[src/rtl/iterHistPkg.sv]
`timescale 1ns/1ps
package iterHistPkg;
  typedef struct packed {
    logic clr;
    logic bumpBin;
    logic bumpEnd;
    logic bumpErr;
    logic scanLoad;
    logic scanStep;
  } histStrobes_t;
endpackage

[src/rtl/iterHistCtrl.sv]
`timescale 1ns/1ps
module iterHistCtrl
  import iterHistPkg::*;
#(
  parameter int MAX_ITER = 16,
  localparam int ITER_W = $clog2(MAX_ITER + 2)
) (
  input  logic              clk,
  input  logic              rstN,
  input  logic              clearReq,
  input  logic              evtValid,
  input  logic              evtPass,
  input  logic [ITER_W-1:0] evtIter,
  input  logic              shortStart,
  input  logic              ptrAbove,
  output histStrobes_t      strb,
  output logic              shortBusy,
  output logic              shortDone
);
  localparam logic [ITER_W-1:0] TOP_IDX = ITER_W'(MAX_ITER);

  typedef enum logic {ST_IDLE, ST_SCAN} scanState_t;
  scanState_t state;

  logic evtOk;
  logic evtBad;

  assign evtOk  = evtValid && !clearReq;
  assign evtBad = evtPass && ((evtIter == '0) || (evtIter > TOP_IDX));

  always_comb begin
    strb          = '0;
    strb.clr      = clearReq;
    strb.bumpBin  = evtOk && evtPass && !evtBad;
    strb.bumpEnd  = evtOk && !evtPass;
    strb.bumpErr  = evtOk && evtBad;
    strb.scanLoad = (state == ST_IDLE) && shortStart && !clearReq;
    strb.scanStep = (state == ST_SCAN) && ptrAbove && !clearReq;
  end

  assign shortBusy = (state == ST_SCAN);
  assign shortDone = (state == ST_SCAN) && !ptrAbove && !clearReq;

  always_ff @(posedge clk or negedge rstN) begin
    if (!rstN) begin
      state <= ST_IDLE;
    end else begin
      case (state)
        ST_IDLE: if (strb.scanLoad) state <= ST_SCAN;
        ST_SCAN: if (clearReq || !ptrAbove) state <= ST_IDLE;
        default: state <= ST_IDLE;
      endcase
    end
  end
endmodule

[src/rtl/iterHistData.sv]
`timescale 1ns/1ps
module iterHistData
  import iterHistPkg::*;
#(
  parameter int MAX_ITER = 16,
  parameter int CNT_W = 8,
  localparam int ITER_W = $clog2(MAX_ITER + 2),
  localparam int TOT_W = CNT_W + ITER_W
) (
  input  logic              clk,
  input  logic              rstN,
  input  histStrobes_t      strb,
  input  logic [ITER_W-1:0] evtIter,
  input  logic [ITER_W-1:0] shortCap,
  input  logic [ITER_W-1:0] qryIdx,
  output logic [CNT_W-1:0]  qryCount,
  output logic [TOT_W-1:0]  totalCount,
  output logic [CNT_W-1:0]  errCount,
  output logic              overflow,
  output logic [TOT_W-1:0]  shortResult,
  output logic              ptrAbove
);
  localparam int NBINS = MAX_ITER + 1;
  localparam logic [CNT_W-1:0] CNT_MAX = {CNT_W{1'b1}};

  logic [CNT_W-1:0] binVal [0:NBINS];
  logic [NBINS:1]   binHit;
  logic [NBINS:1]   binFull;
  logic [NBINS:1]   binBump;
  logic [ITER_W-1:0] scanPtr;
  logic [ITER_W-1:0] capReg;
  logic [CNT_W-1:0]  scanVal;
  logic              errFull;

  assign binVal[0] = '0;

  for (genvar i = 1; i <= NBINS; i++) begin : g_bin
    logic [CNT_W-1:0] cnt;
    if (i == NBINS) begin : g_end
      assign binHit[i] = strb.bumpEnd;
    end else begin : g_reg
      assign binHit[i] = strb.bumpBin && (evtIter == ITER_W'(i));
    end
    assign binFull[i] = (cnt == CNT_MAX);
    assign binBump[i] = binHit[i] && !binFull[i];
    assign binVal[i]  = cnt;
    always_ff @(posedge clk or negedge rstN) begin
      if (!rstN)          cnt <= '0;
      else if (strb.clr)  cnt <= '0;
      else if (binBump[i]) cnt <= cnt + 1'b1;
    end
  end

  always_comb begin
    qryCount = '0;
    scanVal  = '0;
    for (int k = 1; k <= NBINS; k++) begin
      if (qryIdx == ITER_W'(k)) qryCount = binVal[k];
      if (scanPtr == ITER_W'(k)) scanVal = binVal[k];
    end
  end

  assign errFull = (errCount == CNT_MAX);

  always_ff @(posedge clk or negedge rstN) begin
    if (!rstN) begin
      totalCount <= '0;
      errCount   <= '0;
      overflow   <= 1'b0;
    end else if (strb.clr) begin
      totalCount <= '0;
      errCount   <= '0;
      overflow   <= 1'b0;
    end else begin
      if (|binBump) totalCount <= totalCount + 1'b1;
      if (strb.bumpErr && !errFull) errCount <= errCount + 1'b1;
      if ((|(binHit & binFull)) || (strb.bumpErr && errFull)) overflow <= 1'b1;
    end
  end

  always_ff @(posedge clk or negedge rstN) begin
    if (!rstN) begin
      scanPtr     <= '0;
      capReg      <= '0;
      shortResult <= '0;
    end else if (strb.scanLoad) begin
      scanPtr     <= ITER_W'(MAX_ITER);
      capReg      <= shortCap;
      shortResult <= TOT_W'(binVal[NBINS]);
    end else if (strb.scanStep) begin
      scanPtr     <= scanPtr - 1'b1;
      shortResult <= shortResult + TOT_W'(scanVal);
    end
  end

  assign ptrAbove = (scanPtr > capReg);
endmodule

[src/rtl/iterHistAcc.sv]
`timescale 1ns/1ps
module iterHistAcc
  import iterHistPkg::*;
#(
  parameter int MAX_ITER = 16,
  parameter int CNT_W = 8,
  localparam int ITER_W = $clog2(MAX_ITER + 2),
  localparam int TOT_W = CNT_W + ITER_W
) (
  input  logic              clk,
  input  logic              rstN,
  input  logic              clearReq,
  input  logic              evtValid,
  input  logic              evtPass,
  input  logic [ITER_W-1:0] evtIter,
  input  logic [ITER_W-1:0] qryIdx,
  output logic [CNT_W-1:0]  qryCount,
  output logic [TOT_W-1:0]  totalCount,
  output logic [CNT_W-1:0]  errCount,
  output logic              overflow,
  input  logic              shortStart,
  input  logic [ITER_W-1:0] shortCap,
  output logic              shortBusy,
  output logic              shortDone,
  output logic [TOT_W-1:0]  shortResult
);
  histStrobes_t strb;
  logic ptrAbove;

  iterHistCtrl #(.MAX_ITER(MAX_ITER)) u_ctrl (
    .clk(clk), .rstN(rstN), .clearReq(clearReq), .evtValid(evtValid),
    .evtPass(evtPass), .evtIter(evtIter), .shortStart(shortStart),
    .ptrAbove(ptrAbove), .strb(strb), .shortBusy(shortBusy), .shortDone(shortDone)
  );

  iterHistData #(.MAX_ITER(MAX_ITER), .CNT_W(CNT_W)) u_data (
    .clk(clk), .rstN(rstN), .strb(strb), .evtIter(evtIter), .shortCap(shortCap),
    .qryIdx(qryIdx), .qryCount(qryCount), .totalCount(totalCount),
    .errCount(errCount), .overflow(overflow), .shortResult(shortResult),
    .ptrAbove(ptrAbove)
  );
endmodule

[config.mk]
export PLATFORM = sky130hd
export DESIGN_NAME = iterHistAcc
export DESIGN_NICKNAME = d
export VERILOG_FILES = /design/src/rtl/iterHistPkg.sv /design/src/rtl/iterHistCtrl.sv /design/src/rtl/iterHistData.sv /design/src/rtl/iterHistAcc.sv
export SDC_FILE = /design/constraint.sdc
export NUM_CORES = 1
export LEC_CHECK = 0
export BUFFER_PORTS_ARGS = -buffer_cell sky130_fd_sc_hd__buf_2
export CORE_MARGIN = 2
export CORE_UTILIZATION = 35
export CTS_CLUSTER_DIAMETER = 50
export DETAILED_ROUTE_END_ITERATION = 16
export PLACE_DENSITY = 0.48
export REMOVE_ABC_BUFFERS = 1
export SETUP_SLACK_MARGIN = 0.3
export SYNTH_ARGS = -nofsm -noshare
export SYNTH_HDL_FRONTEND = slang
export SYNTH_SLANG_ARGS = --single-unit
[constraint.sdc]
create_clock -name clk -period 8.3 [get_ports clk]
set_input_delay 1.245 -clock clk [delete_from_list [all_inputs] [get_ports clk]]
set_output_delay 1.245 -clock clk [all_outputs]
set_load 0.01 [all_outputs]
After elaboration in Yosys (flattened, before gate mapping)
Index checks and enable logic that the tools add are counted.
W data, S select, Z words.
Storage, ports and cells
  register bits after elaboration: 182
  latch bits: 0
  memory bits (writable): 0
  memory bits (read-only): 0
  input bits: 21
  logic and storage cells: 294
  memories kept: 0
Cells by class
  add/sub/neg operators: 21
  multipliers: 0
  div/mod/pow operators: 0
  $lt $le $gt $ge: 2
  equality and inequality tests: 68
  shifts and indexed selects: 0
  multiplexer cells: 81
  bitwise operators: 2
  reduce and logical (&&, ||, !) cells: 96
Operator list (number)
  $mux W8: 70
  $add A8 B1 Y8 const B: 18
  $eq A8 B8 Y1 const B: 18
  $eq A5 B4 Y1 const B: 24
  $eq A5 B3 Y1 const B: 12
  $mux W13: 4
  $logic_and A1 B1 Y1: 47
  $reduce_bool A2 Y1: 21
  $reduce_or A17 Y1: 2
  $eq A5 B2 Y1 const B: 6
  $eq A5 B5 Y1 const B: 5
  $logic_not A1 Y1: 22
  $and A17 B17 Y17: 1
  $eq A5 B1 Y1 const B: 3
  $add A13 B1 Y13 const B: 1
  $add A13 B8 Y13: 1
  $mux W5: 2
  $gt A5 B5 Y1: 1
  $gt A5 B5 Y1 const B: 1
  $logic_not A5 Y1: 1
  $sub A5 B1 Y5 const B: 1
  $mux W1: 4
  $logic_or A1 B1 Y1: 3
  $pmux W1 S2: 1
  $not A1 Y1: 1

Depth between registers and ports, before layout
  depth after elaboration: 21
  mapped depth: 22
  mapped depth without buffers: 21

Cells and area by module
Synthesis repeated with hierarchy kept, for this count alone.
Unflattened totals
  cell total of the unflattened synthesis: 1454
  area, all modules: 12492.0 µm²
By module, submodules not included
  iterHistData: instances 1, cells an instance 1442, area an instance 12360.6 µm², sequential area each 4529.3 µm²
  iterHistCtrl: instances 1, cells an instance 12, area an instance 131.4 µm², sequential area each 25.0 µm²

Least setup slack after synthesis
OpenSTA, ideal clock, no wires.
  path kind: register to register
  from: reg u_data.scanPtr[0]
  to: reg u_data.shortResult[6]
  setup time: 126 ps
  arrival time: 4296 ps
  data required time: 8174 ps
  slack: 3878 ps
  cell stages (with the launch flop): 23
  clock period less this slack: 4422 ps
  cell sequence: dfrtp_1 -> inv_1 -> ha_1 -> buf_2 -> nor2_1 -> a2111oi_0 -> a221oi_1 -> o211ai_1 -> o2111ai_1 -> a211oi_1 -> a2111oi_0 -> o41ai_1 -> ha_1 -> inv_1 -> fa_1 -> nor2b_1 -> o21ai_0 -> a21boi_0 -> o21ai_0 -> nand2b_1 -> xnor2_1 -> nor2_1 -> a221o_1
On the way
  cells in the longest elaborated chain, start to end: 21
  elaborated cells between the ends (all ways): 41
Ends and longest elaborated chain
  from (decl): RTL line iterHistData.sv:30  | logic [ITER_W-1:0] scanPtr;
  from (signal assigned): RTL line iterHistData.sv:87  | scanPtr <= ITER_W'(MAX_ITER);
  from (signal assigned): RTL line iterHistData.sv:91  | scanPtr <= scanPtr - 1'b1;
  $eq A5 B1 Y1: RTL line iterHistData.sv:59  | if (scanPtr == ITER_W'(k)) scanVal = binVal[k];
  $mux W8 (17 in a row): RTL line iterHistData.sv:59
  $add A13 B8 Y13: RTL line iterHistData.sv:92  | shortResult <= shortResult + TOT_W'(scanVal);
  $mux W13: RTL line iterHistData.sv:90  | end else if (strb.scanStep) begin
  $mux W13: RTL line iterHistData.sv:86  | end else if (strb.scanLoad) begin
  to (signal assigned): RTL line iterHistData.sv:89  | shortResult <= TOT_W'(binVal[NBINS]);
  to (signal assigned): RTL line iterHistData.sv:92
  to (decl): RTL line iterHistData.sv:20  | output logic [TOT_W-1:0] shortResult,
Several ways; a longest one is shown, not always the timed one. The select of a mux whose other input is x is not followed.
A chain may end at the register's enable or synchronous reset.

Worst setup path in the final report
  from: reg u_data.scanPtr[0]
  to: reg u_data.shortResult[12]
Same word-level chain as after synthesis.

==> impl_summary.txt <==
----------------------------------------------------
[Logic synthesis]
  Adder and majority cell fraction of the synthesized area ... 4.18%
  Number of cells produced by synthesis ... 1435
  XOR/XNOR Fraction of Synth Area ... 7.92%
  Post-Synthesis Cell Area ... 12200 sq um
  Synth Flop Type ... dfrtp_1
  Async set-reset flop share out of synthesis ... 100%
  Main combinational cell family by area after synthesis ... simple AND/OR/NAND/NOR gates
  Number of register bits inferred by synthesis ... 182
  Sequential share of the synthesized area ... 37.4%
  Count of flip-flops with a built-in enable after synthesis ... 0
  Synth unique cells ... 82
  Yosys warning count ... 0
  Mux cell area share after synthesis ... 4.08%
  Fraction of the mapped netlist area in compound gates ... 17.5%
  Avg Cell Area, Syn ... 8.48 sq um
  Simple-gate area share of the yosys netlist ... 25.4%

[Pwr]
  Switching portion of total power ... 31.4%
  Pwr/cell area ... 178 nW/um^2
  Combinational power share ... 21.2%
  Final Power ... 0.00241 W
  Peak supply drop ... 0.000146 V
  Share of total power in the clock network ... 38.9%
  Relative contribution of sequential cells to total power ... 40.0%
  Net load switching power ... 0.000759 W
  Pleak ... 5.74 nW
  Design internal power ... 0.00165 W

[Timing]
  Worst slew pin tran ... 1400 ps
  Final period util ... 69.7%
  Maximum clock frequency ... 173 MHz
  Final number of hold-violating endpoints ... 0
  Hold WS ... 486 ps
  Time the worst path needs with I/O delays and setup ... 5790 ps
  Setup Skew ... 14.4 ps
  Total Negative Setup Slacks ... 0 ps
  Unrepaired setup endpoints after global routing ... false
  Final slew viol count ... 0
  Number of failing setup endpoints in the final timing report ... 0
  Headroom to the max-slew limit ... 4.32%

[Setup path]
  Worst setup path class ... flip-flop to flip-flop
  Crit Path Max Fanout ... 10
  Endpoint type of the worst setup path ... flip-flop
  WP data required ... 8640 ps
  Kind of launch point of the worst setup path ... flip-flop
  WP data arrival ... 6130 ps

[CTS]
  H-tree Lvls ... 4
  TritonCTS Buffers ... 17
  Clock sinks ... 182
  Clock edge transition at the registers on the reported setup and hold paths ... 70 ps
  Maximum buffer depth of the clock tree ... 2
  Clock latency reported for the late side of the worst-skew pair ... 460 ps
  Clk Tree Root Cell ... clkbuf_16
  Total of cells resized after clock tree synthesis ... 0
  Clock tree from TritonCTS ... built
  Post-CTS Hold Buffers ... 0
  Setup bufs post-CTS ... 0

[Die]
  Chip width ... 190 um
  Standard cell core area ... 34400 sq um
  FP Rows ... 68
  IO Pins ... 66
  Die boundary height ... 190 um
  Effective utilization at floorplan ... 35.4%
  Area of the die ... 36300 sq um

[GRT]
  Global-route usage over all layers ... 24.0%
  Largest net degree at the start of global routing ... 91
  Global-route congestion overflow total ... 0
  Antenna violations before repair ... 0
  First-pass GRT wire length ... 66200 um
  Number of global-route vias before repair ... 10800

[Outcome]
  Run status ... finished clean

[Hold path]
  Worst min-delay path category ... flip-flop to flip-flop

[Cells and area]
  Final net count ... 1517
  Leading cell type in the layout, fill and taps excluded ... nor2_1
  Most frequent cells in the layout ... nor2_1, dfrtp_1, nand2_1
  Share of cells above drive strength 1 ... 9.73%
  Synth-to-layout area growth ... 11.3%
  Final Core Density ... 39.4%
  Post-route design area ... 13500 sq um

[Detailed routing]
  Number of iterations in the first detailed-routing pass ... 5
  Violation count after the first detailed-route iteration ... 985
  Vias ... 11300
  Post-route antenna net violation count ... 0
  Vias per Instance ... 5.88
  Average wire per standard cell ... 22.2 um
  Drt total wl ... 42700 um
  Number of DRC violations after detailed routing ... 0

[Place]
  Placed Instance Area ... 12900 sq um
  Final weighted congestion in routability-driven placement ... 0.988
  Count of input and output buffers ... 65
  DP HPWL ... 32300 um

[Flow run]
  Maxcap violations ... 0

----------------------------------------------------
==> sequential cells by signal, indices dropped and copies added, names as in the netlist <==
register	count
u_data.shortResult	13
u_data.totalCount	13
u_data.g_bin.cnt	136
u_data.errCount	8
u_ctrl.shortBusy	1
u_data.overflow	1
u_data.scanPtr	5
u_data.capReg	5
==> routing by layer <==
| layer | vias to the layer above | GRT usage [%] | share of wire (%) |
|---|---|---|---|
| met1 | 5533 | 34.5 | 47 |
| met5 | - | 0 | 0 |
| li1 | 5287 | - | - |
| met2 | 436 | 36.6 | 44 |
| met3 | 56 | 3.66 | 6.8 |
| met4 | 0 | 8.26 | 2.6 |
==> Yosys cell counts, types with 3 or more instances <==
| cell | instances | area (sq um) |
|---|---|---|
| nor2_1 | 219 | 822 |
| dfrtp_1 | 182 | 4550 |
| nand2_1 | 117 | 439 |
| o21ai_0 | 91 | 455 |
| a21oi_1 | 76 | 380 |
| xor2_1 | 75 | 657 |
| clkbuf_1 | 62 | 233 |
| nand4_1 | 61 | 382 |
| nand3_1 | 40 | 200 |
| ha_1 | 39 | 488 |
| nor3_1 | 35 | 175 |
| xnor2_1 | 35 | 307 |
| or3_1 | 30 | 188 |
| and3_1 | 29 | 181 |
| inv_1 | 28 | 105 |
| a221oi_1 | 26 | 228 |
| mux2i_1 | 26 | 260 |
| nor2b_1 | 22 | 138 |
| a22oi_1 | 20 | 150 |
| nand2b_1 | 18 | 113 |
| o221ai_1 | 16 | 140 |
| o22ai_1 | 13 | 81.3 |
| mux2_2 | 12 | 135 |
| nor4_1 | 10 | 62.6 |
| a221o_1 | 9 | 90.1 |
| a31oi_1 | 8 | 50.1 |
| buf_1 | 8 | 30.0 |
| o211ai_1 | 8 | 60.1 |
| o2111ai_1 | 7 | 61.3 |
| a211o_1 | 6 | 52.6 |
| a211oi_1 | 6 | 45.0 |
| and4_1 | 6 | 52.6 |
| o21a_1 | 6 | 45.0 |
| and2_1 | 5 | 31.3 |
| a21o_1 | 4 | 30.0 |
| buf_2 | 4 | 20.0 |
| o31ai_1 | 4 | 30.0 |
| or4_1 | 4 | 30.0 |
| a2111oi_0 | 3 | 26.3 |
| a32oi_1 | 3 | 26.3 |
| mux2_1 | 3 | 33.8 |
| mux4_2 | 3 | 67.6 |
| nand3b_1 | 3 | 22.5 |
==> path summary, 6_finish.rpt <==
check	slack [ps]	end	start	cells after the start
worst max-delay path	2510	u_data.shortResult[12]$_DFFE_PN0P_	u_data.scanPtr[0]$_DFFE_PN0P_	20
worst min-delay path	490	u_data.shortResult[12]$_DFFE_PN0P_	u_data.shortResult[12]$_DFFE_PN0P_	1
worst max register to register	2510	u_data.shortResult[12]$_DFFE_PN0P_	u_data.scanPtr[0]$_DFFE_PN0P_	20
worst min register to register	490	u_data.shortResult[12]$_DFFE_PN0P_	u_data.shortResult[12]$_DFFE_PN0P_	1
max in group asynchronous	6280	u_data.g_bin[11].cnt[6]$_DFFE_PN0P_	rstN	2
min in group asynchronous	780	u_data.g_bin[3].cnt[2]$_DFFE_PN0P_	rstN	1
==> kinds of logic after synthesis <==
family          count (synthesis)
mux                            44
xor+xnor                      110
fa+ha+maj                      40
compound gates                326
buf+inv                       107
simple gates                  626
flops                         182
==> worst max-delay path: stages, from the launching register on <==
cell and delay (ps):
dfrtp_1 450, inv_1 170, ha_1 380, nor2_1 90
a2111oi_0 1200, a221oi_1 140, o211ai_1 290, o2111ai_1 210
a211oi_1 310, a2111oi_0 130, o41ai_1 400, ha_1 240
inv_1 50, fa_1 370, nor2b_1 150, o21ai_0 110
a21boi_0 260, o21ai_0 160, a21oi_1 260, nand4_1 160
mux2i_1 140
==> per-stage QoR <==
stage                     std cells  setup slack [ps]
final                          1925              2510
after global routing           1924              2120
after CTS                      1924              2670
after detailed placement       1892              2780
after global placement         1892              2910
after floorplan                1357              3870
==> power groups by stage <==
stage                     combinational (W)  sequential (W)  clock (W)
after floorplan                    0.000299        0.000979          0
after global placement             0.000502        0.000982          0
after detailed placement           0.000503        0.000981          0
after CTS                          0.000506        0.000964   0.000963
after global routing               0.000567        0.000971   0.000997
final                              0.000510        0.000965   0.000937
==> final cells by class <==
| cell class | count | area [sq um] |
|---|---|---|
| Timing Repair Buffer | 80 | 449 |
| Sequential cell | 182 | 4550 |
| Multi-Input combinational cell | 1146 | 7180 |
| Clock inverter | 13 | 218 |
| Clock buffer | 19 | 453 |
| Inverter | 29 | 109 |
| Fill cell | 3583 | 20800 |
| Tap cell | 455 | 569 |
| Antenna cell | 1 | 2.50 |
Power figures use the tool's default switching activity.
